<file path="src/rtl/alu_pkg.sv">
package alu_pkg;

    typedef enum logic [2:0] {
        OP_ADD  = 3'd0,
        OP_ADDC = 3'd1,
        OP_SUBB = 3'd2,
        OP_INC  = 3'd3,
        OP_DEC  = 3'd4,
        OP_MUL  = 3'd5,
        OP_DIV  = 3'd6,
        OP_DA   = 3'd7
    } alu_op_e;

    typedef enum logic [1:0] {
        S_IDLE = 2'd0,
        S_MUL  = 2'd1,
        S_DIV  = 2'd2,
        S_DONE = 2'd3
    } alu_state_e;

endpackage

</file>
<file path="src/rtl/alu_addsub.sv">
// Ripple adder/subtractor that exposes the intermediate carries for flags.
module alu_addsub #(
    parameter int W = 8
) (
    input  logic [W-1:0] opa,
    input  logic [W-1:0] opb,
    input  logic         cin,
    input  logic         sub,
    output logic [W-1:0] res,
    output logic         c_flag,
    output logic         ac_flag,
    output logic         ov_flag
);
    localparam int HALF = W / 2;

    logic [W:0]   cy;
    logic [W-1:0] bx;

    assign bx    = opb ^ {W{sub}};
    // In subtract mode the incoming borrow enters as an inverted carry.
    assign cy[0] = sub ? ~cin : cin;

    for (genvar i = 0; i < W; i++) begin : g_bit
        assign res[i]  = opa[i] ^ bx[i] ^ cy[i];
        assign cy[i+1] = (opa[i] & bx[i]) | (opa[i] & cy[i]) | (bx[i] & cy[i]);
    end

    // A borrow is the inverse of the carry when subtracting.
    assign c_flag  = cy[W] ^ sub;
    assign ac_flag = cy[HALF] ^ sub;
    assign ov_flag = cy[W] ^ cy[W-1];

endmodule

</file>
<file path="src/rtl/alu_decadj.sv">
// Two-step decimal correction of a packed BCD byte.
module alu_decadj #(
    parameter int W = 8
) (
    input  logic [W-1:0] val,
    input  logic         c_in,
    input  logic         ac_in,
    output logic [W-1:0] res,
    output logic         c_out
);
    localparam int HALF = W / 2;
    localparam logic [W:0] LOW_FIX  = (W+1)'(6);
    localparam logic [W:0] HIGH_FIX = (W+1)'(6) << HALF;

    logic [W:0] step1;
    logic [W:0] step2;
    logic       low_bad;
    logic       high_bad;
    logic       c_mid;

    always_comb begin
        low_bad  = ac_in || (val[HALF-1:0] > HALF'(9));
        step1    = {1'b0, val} + (low_bad ? LOW_FIX : '0);
        c_mid    = c_in | step1[W];
        high_bad = c_mid || (step1[W-1:HALF] > (W-HALF)'(9));
        step2    = {1'b0, step1[W-1:0]} + (high_bad ? HIGH_FIX : '0);
        res      = step2[W-1:0];
        c_out    = high_bad | step2[W];
    end

endmodule

</file>
<file path="src/rtl/alu_muldiv.sv">
// Iterative one-bit-per-cycle unsigned multiplier and restoring divider.
module alu_muldiv #(
    parameter int W = 8
) (
    input  logic         clk,
    input  logic         rst_n,
    input  logic         load,
    input  logic         is_div,
    input  logic         step,
    input  logic [W-1:0] opa,
    input  logic [W-1:0] opb,
    output logic [W-1:0] res_hi,
    output logic [W-1:0] res_lo
);
    logic           mode_div_q;
    logic [W-1:0]   dvs_q;
    logic [2*W:0]   prod_q;
    logic [W-1:0]   rem_q;
    logic [W-1:0]   quo_q;

    logic [W:0]     psum;
    logic [2*W:0]   prod_next;
    logic [W:0]     shifted;
    logic [W:0]     trial;

    always_comb begin
        psum      = {1'b0, prod_q[2*W-1:W]} + (prod_q[0] ? {1'b0, dvs_q} : '0);
        prod_next = {psum, prod_q[W-1:0]} >> 1;
        shifted   = {rem_q, quo_q[W-1]};
        trial     = shifted - {1'b0, dvs_q};
    end

    always_ff @(posedge clk or negedge rst_n) begin
        if (!rst_n) begin
            mode_div_q <= 1'b0;
            dvs_q      <= '0;
            prod_q     <= '0;
            rem_q      <= '0;
            quo_q      <= '0;
        end else if (load) begin
            mode_div_q <= is_div;
            if (is_div) begin
                dvs_q <= opb;
                rem_q <= '0;
                quo_q <= opa;
            end else begin
                dvs_q  <= opa;
                prod_q <= {(W+1)'(0), opb};
            end
        end else if (step) begin
            if (mode_div_q) begin
                if (!trial[W]) begin
                    rem_q <= trial[W-1:0];
                    quo_q <= {quo_q[W-2:0], 1'b1};
                end else begin
                    rem_q <= shifted[W-1:0];
                    quo_q <= {quo_q[W-2:0], 1'b0};
                end
            end else begin
                prod_q <= prod_next;
            end
        end
    end

    assign res_hi = mode_div_q ? rem_q : prod_q[2*W-1:W];
    assign res_lo = mode_div_q ? quo_q : prod_q[W-1:0];

endmodule

</file>
<file path="src/rtl/byte_alu.sv">
module byte_alu
    import alu_pkg::*;
#(
    parameter int W = 8
) (
    input  logic         clk,
    input  logic         rst_n,
    input  logic         start,
    input  logic [2:0]   op,
    input  logic [W-1:0] a_in,
    input  logic [W-1:0] b_in,
    input  logic         c_in,
    input  logic         ac_in,
    input  logic         ov_in,
    output logic         busy,
    output logic         done,
    output logic [W-1:0] a_out,
    output logic [W-1:0] b_out,
    output logic         c_out,
    output logic         ac_out,
    output logic         ov_out
);
    localparam int CW = $clog2(W + 1);
    localparam logic [CW-1:0] LAST = CW'(W);

    alu_state_e   state_q, state_d;
    logic [CW-1:0] cnt_q;
    alu_op_e      op_in, op_q;
    logic         c_q, ac_q;
    logic         accept, div_zero, iter_end;

    logic [W-1:0] as_b;
    logic         as_cin, as_sub;
    logic [W-1:0] as_res;
    logic         as_c, as_ac, as_ov;
    logic [W-1:0] da_res;
    logic         da_c;
    logic [W-1:0] md_hi, md_lo;
    logic         md_load, md_step;

    assign op_in    = alu_op_e'(op);
    assign accept   = start && (state_q == S_IDLE);
    assign div_zero = (b_in == '0);
    assign iter_end = ((state_q == S_MUL) || (state_q == S_DIV)) && (cnt_q == LAST);

    // Operand steering for the shared adder.
    always_comb begin
        as_b   = b_in;
        as_cin = 1'b0;
        as_sub = 1'b0;
        unique case (op_in)
            OP_ADDC: as_cin = c_in;
            OP_SUBB: begin as_sub = 1'b1; as_cin = c_in; end
            OP_INC:  as_b = W'(1);
            OP_DEC:  begin as_b = W'(1); as_sub = 1'b1; end
            default: ;
        endcase
    end

    alu_addsub #(.W(W)) i_addsub (
        .opa(a_in), .opb(as_b), .cin(as_cin), .sub(as_sub),
        .res(as_res), .c_flag(as_c), .ac_flag(as_ac), .ov_flag(as_ov)
    );

    alu_decadj #(.W(W)) i_decadj (
        .val(a_in), .c_in(c_in), .ac_in(ac_in), .res(da_res), .c_out(da_c)
    );

    assign md_load = accept && ((op_in == OP_MUL) || ((op_in == OP_DIV) && !div_zero));
    assign md_step = ((state_q == S_MUL) || (state_q == S_DIV)) && (cnt_q != LAST);

    alu_muldiv #(.W(W)) i_muldiv (
        .clk(clk), .rst_n(rst_n), .load(md_load), .is_div(op_in == OP_DIV),
        .step(md_step), .opa(a_in), .opb(b_in), .res_hi(md_hi), .res_lo(md_lo)
    );

    // Next-state logic.
    always_comb begin
        state_d = state_q;
        unique case (state_q)
            S_IDLE: begin
                if (accept) begin
                    if (op_in == OP_MUL)                  state_d = S_MUL;   // go_mul
                    else if (op_in == OP_DIV && !div_zero) state_d = S_DIV;  // go_div
                    else                                   state_d = S_DONE; // go_quick
                end
            end
            S_MUL, S_DIV: if (cnt_q == LAST) state_d = S_DONE;               // finish
            S_DONE: state_d = S_IDLE;                                        // retire
            default: state_d = S_IDLE;
        endcase
    end

    // State register and iteration counter.
    always_ff @(posedge clk or negedge rst_n) begin
        if (!rst_n) begin
            state_q <= S_IDLE;
            cnt_q   <= '0;
        end else begin
            state_q <= state_d;
            if (accept)       cnt_q <= '0;
            else if (md_step) cnt_q <= cnt_q + CW'(1);
        end
    end

    // Result registers.
    always_ff @(posedge clk or negedge rst_n) begin
        if (!rst_n) begin
            op_q   <= OP_ADD;
            c_q    <= 1'b0;
            ac_q   <= 1'b0;
            a_out  <= '0;
            b_out  <= '0;
            c_out  <= 1'b0;
            ac_out <= 1'b0;
            ov_out <= 1'b0;
        end else if (accept) begin
            op_q <= op_in;
            c_q  <= c_in;
            ac_q <= ac_in;
            unique case (op_in)
                OP_ADD, OP_ADDC, OP_SUBB: begin
                    a_out  <= as_res;
                    b_out  <= b_in;
                    c_out  <= as_c;
                    ac_out <= as_ac;
                    ov_out <= as_ov;
                end
                OP_INC, OP_DEC: begin
                    a_out  <= as_res;
                    b_out  <= b_in;
                    c_out  <= c_in;
                    ac_out <= ac_in;
                    ov_out <= ov_in;
                end
                OP_DA: begin
                    a_out  <= da_res;
                    b_out  <= b_in;
                    c_out  <= da_c;
                    ac_out <= ac_in;
                    ov_out <= ov_in;
                end
                OP_DIV: begin
                    if (div_zero) begin
                        a_out  <= a_in;
                        b_out  <= b_in;
                        c_out  <= 1'b0;
                        ac_out <= ac_in;
                        ov_out <= 1'b1;
                    end
                end
                OP_MUL: ;
                default: ;
            endcase
        end else if (iter_end) begin
            a_out  <= md_lo;
            b_out  <= md_hi;
            c_out  <= 1'b0;
            ac_out <= ac_q;
            ov_out <= (state_q == S_MUL) ? (md_hi != '0) : 1'b0;
        end
    end

    assign done = (state_q == S_DONE);
    assign busy = (state_q != S_IDLE);

endmodule

</file>
<file path="config.mk">
export PLATFORM = sky130hd
export DESIGN_NAME = byte_alu
export DESIGN_NICKNAME = d
export VERILOG_FILES = /design/src/rtl/alu_pkg.sv /design/src/rtl/alu_addsub.sv /design/src/rtl/alu_decadj.sv /design/src/rtl/alu_muldiv.sv /design/src/rtl/byte_alu.sv
export SDC_FILE = /design/constraint.sdc
export NUM_CORES = 1
export LEC_CHECK = 0
export ABC_AREA = 0
export ABC_CLOCK_PERIOD_IN_PS = 2500
export BUFFER_PORTS_ARGS = -buffer_cell sky130_fd_sc_hd__buf_2
export CORE_ASPECT_RATIO = 2
export CORE_MARGIN = 1.5
export CORE_UTILIZATION = 50
export CTS_BUF_LIST = sky130_fd_sc_hd__clkbuf_16
export DETAILED_ROUTE_END_ITERATION = 16
export PLACE_DENSITY_LB_ADDON = 0.15
export SLEW_MARGIN = 20
export SYNTH_ARGS = -nofsm -noshare
export SYNTH_HDL_FRONTEND = slang
export SYNTH_SLANG_ARGS = --single-unit
</file>
<file path="constraint.sdc">
create_clock -name clk -period 2.5 [get_ports clk]
set_input_delay 0.625 -clock clk [delete_from_list [all_inputs] [get_ports clk]]
set_output_delay 0.625 -clock clk [all_outputs]
set_load 0.01 [all_outputs]
</file>
==> results.py <==
metrics = {
    "grt": {
        "grt-ovfl-total": 0,
        "grt_max_degree": 68,
        "grt_pass1_wl_um": 25870,
        "grt_antenna_before_repair": 0,
        "track_usage_pct": 32.38,
        "grt_pass1_vias": 5250,
    },
    "yosys": {
        "synth_edf_count": 0,
        "synth_nets": 673,
        "syn_area_per_cell_um2": 8.358,
        "synth_top_area_share_pct": 33.10,
        "ys_types": 57,
        "yosys.area.top_type": "dfrtp_1",
        "synth_ff_type": "dfrtp_1",
        "synth_adder_area_share_pct": 12.15,
        "synth_area_mm2": 0.005065,
        "synth_xor_area_share_pct": 4.323,
        "synthTopCellsByArea": "dfrtp_1, nand2_1, ha_1, fa_1, mux2i_1",
        "synthCells": 606,
        "synth_warnings": 0,
        "ys_seq_elements": 67,
        "async_flop_share_pct": 100.0,
        "synth-simple-area-share_pct": 20.75,
        "synth_top_family_by_area": "simple AND/OR/NAND/NOR gates",
        "synthMuxAreaShare_pct": 5.237,
        "synth_compound_area_share_pct": 18.33,
        "seq_area_frac_synth_pct": 33.10,
    },
    "worst_hold_path": {
        "worst_hold_path_type": "in2async",
    },
    "finish": {
        "finish.utilization_pct": 66.76,
        "design_area_mm2": 0.006518,
        "stdcell_count": 851,
        "nets": 783,
        "area_growth_pct": 28.68,
        "final_common_cell": "nand2_1",
        "final_cell_mix": "nand2_1, buf_4, dfrtp_1, nor2_1, buf_2",
        "drive_above_1_share_pct": 26.29,
        "diodes": 0,
    },
    "placed_design": {
        "gp_congestion": 0.9059,
        "port-buffer-count": 45,
        "place_hpwl_um": 13280,
        "dp_cells": 831,
        "place_area_mm2": 0.006020,
    },
    "sta": {
        "fin_ws_ns": -2.067,
        "fin_tns_setup_ns": -11.71,
        "worst_pin_slew_ns": 0.7525,
        "rsz0062_at_grt": "yes",
        "clock_skew_ns": 0.007508,
        "hold_viol": 0,
        "finalSetupViolCount": 9,
        "fmax_mhz": 219.0,
        "slew_viol_final": 0,
        "slew_headroom_pct": 49.83,
        "fin_crit_ns": 4.567,
        "finalCritPeriodShare_pct": 182.7,
    },
    "drt": {
        "postRouteAntennaNets": 0,
        "routed_wirelength_um": 16810,
        "drt_iter0_drc": 254,
        "drc": 0,
        "vias_per_cell": 5.845,
        "wl_per_cell_um": 19.75,
        "dr_total_vias": 4974,
        "firstDrtPassIters": 6,
    },
    "worst_setup_path": {
        "start_kind": "primary input",
        "path_max_fanout": 4,
        "arrival_ns": 4.83,
        "path_class": "in2reg",
        "end_kind": "flip-flop",
        "required_ns": 2.76,
    },
    "cts": {
        "cts_tree": "yes",
        "cts_inserted_buffers": 9,
        "clockRootBuffer": "clkbuf_16",
        "clock-sinks": 67,
        "clock_latency_ns": 0.33,
        "path_clk_slew_ns": 0.06,
        "clockBufferDepth": 2,
        "htree_levels": 3,
    },
    "die": {
        "ioPinCount": 46,
        "die_h_um": 145.3,
        "num_rows": 51,
        "fp.dieArea_mm2": 0.01078,
        "core-area_mm2": 0.009763,
        "initial_core_util_pct": 51.88,
        "fp.dieW_um": 74.17,
    },
    "pwr": {
        "power.density_mw_per_mm2": 1207,
        "power_leakage_nw": 3.055,
        "total_power_mw": 7.867,
        "ir_drop_v": 0.0007615,
    },
    "run": {
        "max-cap-violations": 0,
    },
    "run_status": {
        "status": "finished with violations",
        "violations": "negative setup slack",
    },
}
## Yosys cell counts, types with 11 or more instances
cell      number
nand2_1      119
dfrtp_1       67
nor2_1        43
inv_1         42
o21ai_0       38
ha_1          30
a31oi_1       26
mux2i_1       22
xnor2_1       19
a21oi_1       18
clkbuf_1      18
o211ai_1      14
nand3_1       13
fa_1          12
and2_1        11
## sequential cells by signal, summed over array words and instances (netlist names)
signal,flops
i_muldiv.quo_q,8
i_muldiv.rem_q,8
i_muldiv.mode_div_q,1
i_muldiv.prod_q,16
c_out,1
a_out,8
cnt_q,4
state_q,2
ac_q,1
i_muldiv.dvs_q,8
ov_out,1
ac_out,1
b_out,8
## metrics by stage
stage / hold WS (ns) / setup WS [ns]
6_report: 0.2867 / -2.067
5_1_grt: 0.3410 / -2.197
4_1_cts: 0.3246 / -2.077
3_5_place_dp: 0.4621 / -2.700
3_3_place_gp: 0.4581 / -2.522
2_1_floorplan: 0.3294 / -2.404
## worst paths after layout
path / startpoint / endpoint / slack [ns] / depth (start not counted)
setup / recovery: op[1] / c_out / -2.07 / 19
hold / removal: rst_n / b_out[7] / 0.29 / 2
setup reg to reg: i_muldiv.prod_q[0] / i_muldiv.prod_q[14] / 0.17 / 10
hold reg to reg: ac_q / ac_q / 0.47 / 2
max in group asynchronous: rst_n / i_muldiv.quo_q[2] / 1.87 / 2
min in group clk: ac_q / ac_q / 0.47 / 2
## layer usage
layer | routed length (µm) | GRT usage, % | vias to the layer above
met4 | 1532 | 27.59 | 0
met5 | 0 | 0 | -
met1 | 5415 | 29.62 | 2387
met2 | 9181 | 58.26 | 181
met3 | 675 | 4.501 | 89
li1 | - | - | 2317
## critical path, stage by stage
cell      delay, ns
buf_12         0.12
inv_8          0.06
ha_4           0.13
inv_2          0.05
nor3_4         0.19
a21oi_2        0.05
o21ai_2        0.14
fa_2           0.21
inv_2          0.04
fa_2           0.33
fa_2           0.35
fa_2           0.37
fa_2           0.35
fa_2           0.36
fa_2           0.38
fa_2           0.39
xnor2_1        0.13
a2111o_1       0.40
o21ai_1        0.13
## logic make-up (layout without fill, tap and decap cells)
logic type	after synthesis	count (layout)
buffers and inverters	74	187
adder cells (fa/ha/maj)	42	42
AO/OA/AOI/OAI	142	142
flip-flops	67	67
multiplexers	26	26
XOR/XNOR	25	25
AND/OR/NAND/NOR	230	230
## cell type report
cell class                      count  area (µm²)
Sequential cell                    67        1677
Inverter                           42       170.2
Clock buffer                        9       225.2
Clock inverter                      5       23.77
Timing Repair Buffer              131       975.9
Tap cell                          132       165.2
Fill cell                         862        3246
Multi-Input combinational cell    465        3281
## repair_timing
item / CTS / global route
cloned: 0 / 0
resized for setup: 31 / 17
endpoints found under the setup margin: 21 / 26
hold buffers: 0 / 0
endpoints found under the hold margin: 0 / 0
buffers inserted: 5 / 1
pin swaps: 9 / 6
## power breakdown
part / internal (mW) / switching (mW)
Sequential: 1.61 / 0.461
Clock: 0.646 / 0.450
Combinational: 2.02 / 2.68
(Power assumes the default switching activity.)
